**config.mk**
```make
export PLATFORM = sky130hd
export DESIGN_NAME = lp_retire_guard
export DESIGN_NICKNAME = d
export VERILOG_FILES = /design/src/rtl/lpg_pkg.sv /design/src/rtl/lpg_pad_decode.sv /design/src/rtl/lpg_slice.sv /design/src/rtl/lp_retire_guard.sv
export SDC_FILE = /design/constraint.sdc
export NUM_CORES = 1
export LEC_CHECK = 0
export BUFFER_PORTS_ARGS = -buffer_cell sky130_fd_sc_hd__buf_4
export CORE_ASPECT_RATIO = 0.5
export CORE_MARGIN = 2
export CORE_UTILIZATION = 35
export DETAILED_ROUTE_END_ITERATION = 10
export GPL_ROUTABILITY_DRIVEN = 1
export PLACE_DENSITY = 0.69
export SKIP_LAST_GASP = 1
export SYNTH_ARGS = -nofsm -noshare
export SYNTH_HDL_FRONTEND = slang
export SYNTH_SLANG_ARGS = --single-unit
```
**constraint.sdc**
```tcl
create_clock -name clk_i -period 3.46 [get_ports clk_i]
set_clock_uncertainty 0.2 [all_clocks]
set_input_delay 0.692 -clock clk_i [delete_from_list [all_inputs] [get_ports clk_i]]
set_output_delay 0.692 -clock clk_i [all_outputs]
set_load 0.1 [all_outputs]
```
**src/rtl/lpg_pkg.sv**
```systemverilog
package lpg_pkg;
    localparam int XLEN       = 32;
    localparam int REG_IDX_W  = 5;
    localparam int PAD_LBL_W  = 20;
    localparam int LABEL_REG  = 7;
    localparam logic [6:0] OPC_AUIPC = 7'b0010111;

    typedef enum logic {
        ST_IDLE = 1'b0,
        ST_WAIT = 1'b1
    } lp_state_e;

    typedef struct packed {
        lp_state_e       st;
        logic [XLEN-1:0] label;
    } guard_state_t;
endpackage

```
**src/rtl/lpg_pad_decode.sv**
```systemverilog
module lpg_pad_decode
    import lpg_pkg::*;
(
    input  logic [XLEN-1:0] instr_i,
    output logic            is_pad_o,
    output logic [XLEN-1:0] pad_label_o
);
    localparam int LBL_LSB = XLEN - PAD_LBL_W;

    always_comb begin
        is_pad_o    = (instr_i[6:0] == OPC_AUIPC) && (instr_i[11:7] == '0);
        pad_label_o = {{(XLEN-PAD_LBL_W){1'b0}}, instr_i[XLEN-1:LBL_LSB]};
    end
endmodule

```
**src/rtl/lpg_slice.sv**
```systemverilog
module lpg_slice
    import lpg_pkg::*;
(
    input  logic                 en_i,
    input  logic                 valid_i,
    input  logic                 spec_i,
    input  logic [XLEN-1:0]      instr_i,
    input  logic                 ijmp_i,
    input  logic                 wen_i,
    input  logic [REG_IDX_W-1:0] waddr_i,
    input  logic [XLEN-1:0]      wdata_i,
    input  logic                 wait_i,
    input  logic [XLEN-1:0]      label_i,
    input  logic                 kill_i,
    output logic                 wait_o,
    output logic [XLEN-1:0]      label_o,
    output logic                 kill_o,
    output logic                 allow_o,
    output logic                 exc_o
);
    logic            is_pad;
    logic [XLEN-1:0] pad_label;
    logic            active;

    lpg_pad_decode u_dec (
        .instr_i    (instr_i),
        .is_pad_o   (is_pad),
        .pad_label_o(pad_label)
    );

    assign active = valid_i && !spec_i && !kill_i;

    always_comb begin
        exc_o   = 1'b0;
        wait_o  = wait_i;
        label_o = label_i;
        if (active) begin
            if (en_i) begin
                if (wait_i && !(is_pad && (pad_label == label_i))) begin
                    exc_o = 1'b1;
                end else if (ijmp_i) begin
                    wait_o = 1'b1;
                end else if (is_pad) begin
                    wait_o = 1'b0;
                end
            end
            if (!exc_o && wen_i && (waddr_i == REG_IDX_W'(LABEL_REG))) begin
                label_o = wdata_i;
            end
        end
    end

    assign allow_o = active && !exc_o;
    assign kill_o  = kill_i || exc_o;
endmodule

```
**src/rtl/lp_retire_guard.sv**
```systemverilog
module lp_retire_guard
    import lpg_pkg::*;
#(
    parameter int NUM_PORTS = 2,
    parameter int NUM_PRIV  = 4,
    localparam int PRIV_W   = (NUM_PRIV > 1) ? $clog2(NUM_PRIV) : 1
) (
    input  logic                                clk_i,
    input  logic                                rst_ni,
    input  logic [NUM_PORTS-1:0]                valid_i,
    input  logic [NUM_PORTS-1:0]                spec_i,
    input  logic [NUM_PORTS-1:0][XLEN-1:0]      instr_i,
    input  logic [NUM_PORTS-1:0]                ijmp_i,
    input  logic [NUM_PORTS-1:0]                wen_i,
    input  logic [NUM_PORTS-1:0][REG_IDX_W-1:0] waddr_i,
    input  logic [NUM_PORTS-1:0][XLEN-1:0]      wdata_i,
    input  logic [NUM_PRIV-1:0]                 chk_en_i,
    input  logic [PRIV_W-1:0]                   priv_i,
    input  logic                                trap_i,
    input  logic                                flush_i,
    output logic [NUM_PORTS-1:0]                allow_o,
    output logic [NUM_PORTS-1:0]                cfi_exc_o
);
    guard_state_t state_d, state_q;

    logic [NUM_PORTS:0]           wait_c;
    logic [NUM_PORTS:0]           kill_c;
    logic [NUM_PORTS:0][XLEN-1:0] label_c;
    logic                         chk_en;
    logic                         waiting_q;
    logic [XLEN-1:0]              label_q;

    assign chk_en     = chk_en_i[priv_i];
    assign waiting_q  = (state_q.st == ST_WAIT);
    assign label_q    = state_q.label;
    assign wait_c[0]  = waiting_q;
    assign label_c[0] = label_q;
    assign kill_c[0]  = 1'b0;

    for (genvar p = 0; p < NUM_PORTS; p++) begin : g_port
        lpg_slice u_slice (
            .en_i   (chk_en),
            .valid_i(valid_i[p]),
            .spec_i (spec_i[p]),
            .instr_i(instr_i[p]),
            .ijmp_i (ijmp_i[p]),
            .wen_i  (wen_i[p]),
            .waddr_i(waddr_i[p]),
            .wdata_i(wdata_i[p]),
            .wait_i (wait_c[p]),
            .label_i(label_c[p]),
            .kill_i (kill_c[p]),
            .wait_o (wait_c[p+1]),
            .label_o(label_c[p+1]),
            .kill_o (kill_c[p+1]),
            .allow_o(allow_o[p]),
            .exc_o  (cfi_exc_o[p])
        );
    end

    always_comb begin
        state_d.label = label_c[NUM_PORTS];
        state_d.st    = wait_c[NUM_PORTS] ? ST_WAIT : ST_IDLE;
        if (trap_i || flush_i) begin
            state_d.st = ST_IDLE;
        end
    end

    always_ff @(posedge clk_i or negedge rst_ni) begin
        if (!rst_ni) begin
            state_q <= '{st: ST_IDLE, label: '0};
        end else begin
            state_q <= state_d;
        end
    end
endmodule

```
==> results of run 1 <==
[cells in the mapped netlist, types with 4 or more instances]
library cell	count
sky130_fd_sc_hd__xor2_1	6
sky130_fd_sc_hd__mux2_4	29
sky130_fd_sc_hd__dfrtp_1	33
sky130_fd_sc_hd__xnor2_1	45
sky130_fd_sc_hd__mux2_2	31
sky130_fd_sc_hd__nand2_1	6
sky130_fd_sc_hd__buf_4	4
sky130_fd_sc_hd__inv_1	10
sky130_fd_sc_hd__nor4_1	11
sky130_fd_sc_hd__nand4_1	12
sky130_fd_sc_hd__nand3_1	4
sky130_fd_sc_hd__o21ai_0	5
[state kept, by name, summed over array words and instances, names as in the netlist]
signal	cells
label_q	32
waiting_q	1
[power groups by stage]
stage          clock [uW]  combinational [uW]  sequential, uW
2_1_floorplan           0                 285             488
3_3_place_gp            0                 551             490
3_5_place_dp            0                 562             494
4_1_cts               497                 577             488
5_1_grt               520                 624             495
6_report              491                 582             487
[metal layers]
| layer | global-route usage (%) | up-vias |
|---|---|---|
| met5 | 0 | - |
| met4 | 3.40 | 0 |
| met3 | 3.29 | 2 |
| met2 | 41.4 | 79 |
| met1 | 26.7 | 1321 |
| li1 | - | 1304 |
[how the worst min path moves through the flow]
stage	startpoint	end	slack [ns]	cells past startpoint
after floorplan	rst_ni	label_q[0]$_DFF_PN0_	0.20	0
after global placement	label_q[31]$_DFF_PN0_	label_q[31]$_DFF_PN0_	0.42	2
after detailed placement	label_q[29]$_DFF_PN0_	label_q[29]$_DFF_PN0_	0.43	2
after CTS	rst_ni	label_q[22]$_DFF_PN0_	0.17	1
after global routing	rst_ni	label_q[26]$_DFF_PN0_	0.19	1
final	rst_ni	label_q[21]$_DFF_PN0_	0.16	1
[timing repair]
item | CTS | global route
buffers inserted | 5 | 0
setup endpoints to repair | 19 | 34
resized for setup | 18 | 5
gates cloned | 3 | 0
pin swaps | 3 | 0
[critical path: cells and delay by family]
kind                   cells  cell delay, ns
and+or+nand+nor            4            0.78
buffers and inverters      4            0.66
muxes                      1            0.33
AOI/OAI and AO/OA          3            0.62
[per-stage QoR]
stage	total power, uW	instance area (sq um)	cells	setup WS, ns	setup TNS [ns]
finish	1560	4760	555	-0.516	-9.25
global route	1640	4760	555	-0.635	-14.57
CTS	1560	4730	555	-0.553	-7.92
detailed placement	1060	4370	540	-0.648	-9.76
global placement	1040	4370	540	-0.593	-8.64
floorplan	773	2790	241	-0.108	-0.174
[cells by family after synthesis]
group	Yosys count	share of synthesized area [%]
DFF	33	30.2
and+or+nand+nor	50	11.5
muxes	63	30.3
xor gates and xnor gates	51	16.3
AOI/OAI and AO/OA	24	7.55
buffers and inverters	20	4.12
[layout make-up]
type | count | area (sq um)
well taps | 108 | 135
clock buffers | 5 | 125
clock inverters | 2 | 35.0
flip-flops and latches | 33 | 826
multi-input cells | 188 | 1900
repair buffers | 209 | 1710
inverters | 10 | 37.5
fillers | 622 | 2700
==> impl_metrics.ini, run 1 <==
[detailed_routing]
wl_met1_microns = 3950
met2_wirelength_microns = 4780
remaining_drc_errors = 0
detail_route.wirelength_microns = 9160
number_of_vias_per_cell_after_detailed_routing = 4.88
wl_met3_microns = 412
final_antenna_net_count = 0
top_signal_layer_used = met4
drt_pre_antenna_iters = 4
drt_iter0_markers = 61
routed_wire_length_per_instance_microns = 16.5
via_count = 2706

[yosys]
postSynthNetCount = 397
synth_top_area_cell = sky130_fd_sc_hd__dfrtp_1
synthFlopType = sky130_fd_sc_hd__dfrtp_1
seq_area_frac_synth_pct = 30.2
asyncSetResetFlopFracSynth_pct = 100
ys_ff_latch = 33
synth.cell_area_sq_um = 2730
synth.avg_cell_area_sq_um = 11.3
synth_cell_types = 44
synth_top_cell_area_share_pct = 30.2
synth_warnings = 0
synth_top_cells_by_area = sky130_fd_sc_hd__dfrtp_1 (30%), sky130_fd_sc_hd__mux2_4 (16%), sky130_fd_sc_hd__xnor2_1 (14%)
syn-instance-count = 241
synth_edf_count = 0

[critical_path]
worst_setup_path_start_kind = input pin
cp_cell_sequence = buf_6 > nor4_4 > nand4_1 > nor4_2 > a21oi_2 > buf_4 > nor2_4 > mux2_4 > a2111oi_4 > buf_4 > o21a_1 > buf_8
timing.critical_path.required_ns = 2.57
worst_r2r_endpoint = label_q[7]$_DFF_PN0_
worstSetupEndpointType = output port
cp_slowest_stage_delay_ns = 0.33
startpoint = instr_i[6]
worst_r2r_path_depth = 14
cp_common_cell = sky130_fd_sc_hd__buf_4
reg2reg_from = label_q[21]$_DFF_PN0_
worst_path_max_delay_cell = sky130_fd_sc_hd__mux2_4
classification_of_the_worst_setup_path = in2out
worstPathArrival_ns = 3.08
rrSetupSlack_ns = -0.33
setup.worst_path.end = allow_o[1]
timing.critical_path.fanout_max = 5

[grt]
grt_start_max_net_pins = 34
first_global_vias = 2841
all_layer_gr_usage_pct = 21.8
grt_overflow = 0
initial_antenna_violation_count = 0
grt_first_pass_wirelength_microns = 14100

[power]
p_int_uw = 1150
clock_power_share_pct = 31.5
pwr-share-seq_pct = 31.2
power.switching_uw = 408
switching_share_pct = 26.2
power.density_nw_per_um2 = 328
irDropWorstVdd_mv = 0.213
combinational_power_share_pct = 37.3
cellLeakagePower_uw = 0.00233

[clock_network]
clock_insertion_delay_at_the_later_pin_of_the_skew_report_ns = 0.27
cts_root_cell = sky130_fd_sc_hd__clkbuf_16
cts_hold_fix_bufs = 0
cts-buffers-inserted = 5
clock_path_buffers = 2
tritoncts = yes
clkTransAtPathRegs_ns = 0.05
cts.htree.levels = 2
tritoncts_num_sinks = 33

[timing]
clock.fmax_ghz = 0.252
timing.final.hold_violations = 0
fin_crit_sh_pct = 115
timing.hold.ws_ns = 0.156
post-route-min-period_ns = 3.98
final_max_slew_viol_count = 0
slew-limit-headroom_pct = 69.6
layout_setup_ws_ns = -0.516
tightestPinTransition_ns = 0.452
setup-violations-final = 33
grt_setup_unrepaired = yes

[status]
failing_checks = negative setup slack
status = complete, but fails checks

[cells_and_area]
diodes = 0
layout-area-overhead-vs-synth_pct = 74.1
final_util_pct = 63.8
post_route_cells_drive_above_1_share_pct = 65.3
most-common-layout-cells = sky130_fd_sc_hd__buf_4 (196), sky130_fd_sc_hd__xnor2_1 (45), sky130_fd_sc_hd__dfrtp_1 (33)
post_layout_net_count = 603
mostFrequentLayoutCell = sky130_fd_sc_hd__buf_4

[die]
starting_utilization_of_the_core_area_pct = 36.6
core.rowCount = 22
ioPinCount = 160
die_span_y_microns = 66.5
core_sq_um = 7460
fp.dieW_microns = 129
die_area_sq_um = 8580

[place]
dpl.hpwl_microns = 7210
port-buffer-count = 159
finalWeightedCongestion = 0.829

[hold_path]
worst_hold_path_type = in2async

[job]
drv.max_cap_violation_count = 0
No activity file was read; power rests on OpenSTA's default activity.
==> inputs of run 2 (changes only) <==
Settings changed: PLACE_DENSITY 0.69 to unset, PLACE_DENSITY_LB_ADDON set to 0.12.
==> run 2 against run 1 <==
Compared with the run above:
- the run still ends with negative setup slack left
- global-route usage is 1.7 points lower
- critical path depth unchanged
- non-clock buffer count down 2
- clock-buffer cell count unchanged
- design area decreased by 2.5%
- core utilization down 1.6 points
- die area unchanged
- sequential power hardly changed
- clock power up 2%
- combinational power about the same
- wire length decreased by 6.8%
- critical path type unchanged
==> impl_metrics.ini, run 2 (synthesized netlist as in run 1, its figures left out) <==
[timing]
post-route-min-period_ns = 3.97
final_max_slew_viol_count = 0
timing.final.hold_violations = 0
fin_crit_sh_pct = 115
slew-limit-headroom_pct = 67.7
layout_setup_ws_ns = -0.514
tightestPinTransition_ns = 0.478
setup-violations-final = 4
clock.fmax_ghz = 0.252
grt_setup_unrepaired = yes

[detailed_routing]
wl_met1_microns = 3630
drt_pre_antenna_iters = 4
detail_route.wirelength_microns = 8540
drt_iter0_markers = 86
number_of_vias_per_cell_after_detailed_routing = 4.76
wl_met3_microns = 672
top_signal_layer_used = met4
remaining_drc_errors = 0
met2_wirelength_microns = 4110
routed_wire_length_per_instance_microns = 15.4
final_antenna_net_count = 0
via_count = 2632

[die]
die_area_sq_um = 8580
ioPinCount = 160
core.rowCount = 22
fp.dieW_microns = 129
starting_utilization_of_the_core_area_pct = 36.6
core_sq_um = 7460
die_span_y_microns = 66.5

[place]
dpl.hpwl_microns = 7020
dpl.cell_count = 543
port-buffer-count = 159
finalWeightedCongestion = 0.911

[clock_network]
tritoncts = yes
tritoncts_num_sinks = 33
cts_root_cell = sky130_fd_sc_hd__clkbuf_16
clkTransAtPathRegs_ns = 0.05
clock_insertion_delay_at_the_later_pin_of_the_skew_report_ns = 0.28
cts-buffers-inserted = 5
clock_path_buffers = 2
cts_hold_fix_bufs = 0
cts.htree.levels = 2

[power]
irDropWorstVdd_mv = 0.224
cellLeakagePower_uw = 0.00228
power.density_nw_per_um2 = 338

[grt]
first_global_vias = 2776
all_layer_gr_usage_pct = 20.1
grt_start_max_net_pins = 34
initial_antenna_violation_count = 0
grt_overflow = 0
grt_first_pass_wirelength_microns = 13100

[cells_and_area]
final_util_pct = 62.2
nFillCells = 631
mostFrequentLayoutCell = sky130_fd_sc_hd__buf_4
layoutNonFillerInstCount = 553
post_route_cells_drive_above_1_share_pct = 65.4
most-common-layout-cells = sky130_fd_sc_hd__buf_4 (202), sky130_fd_sc_hd__xnor2_1 (45), sky130_fd_sc_hd__dfrtp_1 (33)
diodes = 0
layout-area-overhead-vs-synth_pct = 69.7
largest_register_ff_count = 32
post_layout_net_count = 601

[critical_path]
worst_setup_path_start_kind = input pin
worstSetupEndpointType = output port
reg2reg_from = label_q[21]$_DFF_PN0_
classification_of_the_worst_setup_path = in2out
worstPathArrival_ns = 3.08
cp_slowest_stage_delay_ns = 0.38
timing.critical_path.required_ns = 2.57
worst_path_max_delay_cell = sky130_fd_sc_hd__a2111oi_4
startpoint = instr_i[5]
cp_cell_sequence = buf_6 > nor4b_4 > nand4_1 > nor4_2 > a21oi_2 > a2111oi_4 > o2111ai_2 > a2111oi_4 > buf_4 > nand2b_4 > nor2_1 > buf_4
timing.critical_path.fanout_max = 4

[job]
drv.max_cap_violation_count = 0

[status]
status = complete, but fails checks
failing_checks = negative setup slack

[hold_path]
worst_hold_path_type = in2async
## run 2: cell count changes in the layout (fill, tap and decap cells not counted), moves of 2 or more
cell	before	now
sky130_fd_sc_hd__buf_6	5	3
sky130_fd_sc_hd__buf_12	4	2
sky130_fd_sc_hd__buf_16	3	0
sky130_fd_sc_hd__buf_4	196	202
## run 2: path summary, 6_finish.rpt
check,endpoint,slack [ns],cells after the start
min in group clk_i,waiting_q$_DFF_PN0_,0.37,2
worst min register to register,label_q[23]$_DFF_PN0_,0.45,2
worst max-delay path,cfi_exc_o[1],-0.51,12
max in group asynchronous,label_q[14]$_DFF_PN0_,2.58,1
worst min-delay path,label_q[29]$_DFF_PN0_,0.16,1
worst max register to register,label_q[31]$_DFF_PN0_,0.04,13
## run 2: cell type report
type                            instances  area [sq um]  area share, %
Timing Repair Buffer                  207          1590           34.3
Sequential cell                        33           826           17.8
Inverter                               10          37.5          0.809
Multi-Input combinational cell        188          1890           40.7
Clock buffer                            5           125           2.70
Tap cell                              108           135           2.91
Clock inverter                          2          35.0          0.755
## run 2: power breakdown
group | switching, uW | internal (uW)
clock | 166 | 334
sequential | 43.8 | 444
combinational | 201 | 378
## run 2: routing by layer
layer	global-route usage (%)	vias up
met1	24.7	1224
met3	4.74	10
met5	0	-
met4	5.16	0
li1	-	1294
met2	35.8	104
## run 2: what timing repair did
| action | in CTS | in global routing |
|---|---|---|
| setup buffers | 2 | 1 |
| resized for setup | 13 | 1 |
| setup endpoints to repair | 32 | 2 |
| pin swaps | 3 | 2 |
## run 2: worst max-delay path, delay by kind of cell
kind / cells / cell delay (ns)
AO/OA/AOI/OAI: 4 / 1.04
AND/OR/NAND/NOR: 5 / 0.86
buffers and inverters: 3 / 0.50
## run 2: per-stage QoR
| step | total power [uW] | setup TNS, ns | hold slack, ns | cell area, sq um | worst slack (ns) |
|---|---|---|---|---|---|
| finish | 1570 | -1.03 | 0.158 | 4640 | -0.514 |
| global route | 1650 | -2.90 | 0.193 | 4640 | -0.590 |
| CTS | 1580 | -0.947 | 0.176 | 4630 | -0.495 |
| detailed placement | 1060 | -8.85 | 0.436 | 4380 | -0.655 |
| global placement | 1050 | -6.07 | 0.426 | 4380 | -0.570 |
| floorplan | 773 | -0.174 | 0.196 | 2790 | -0.108 |
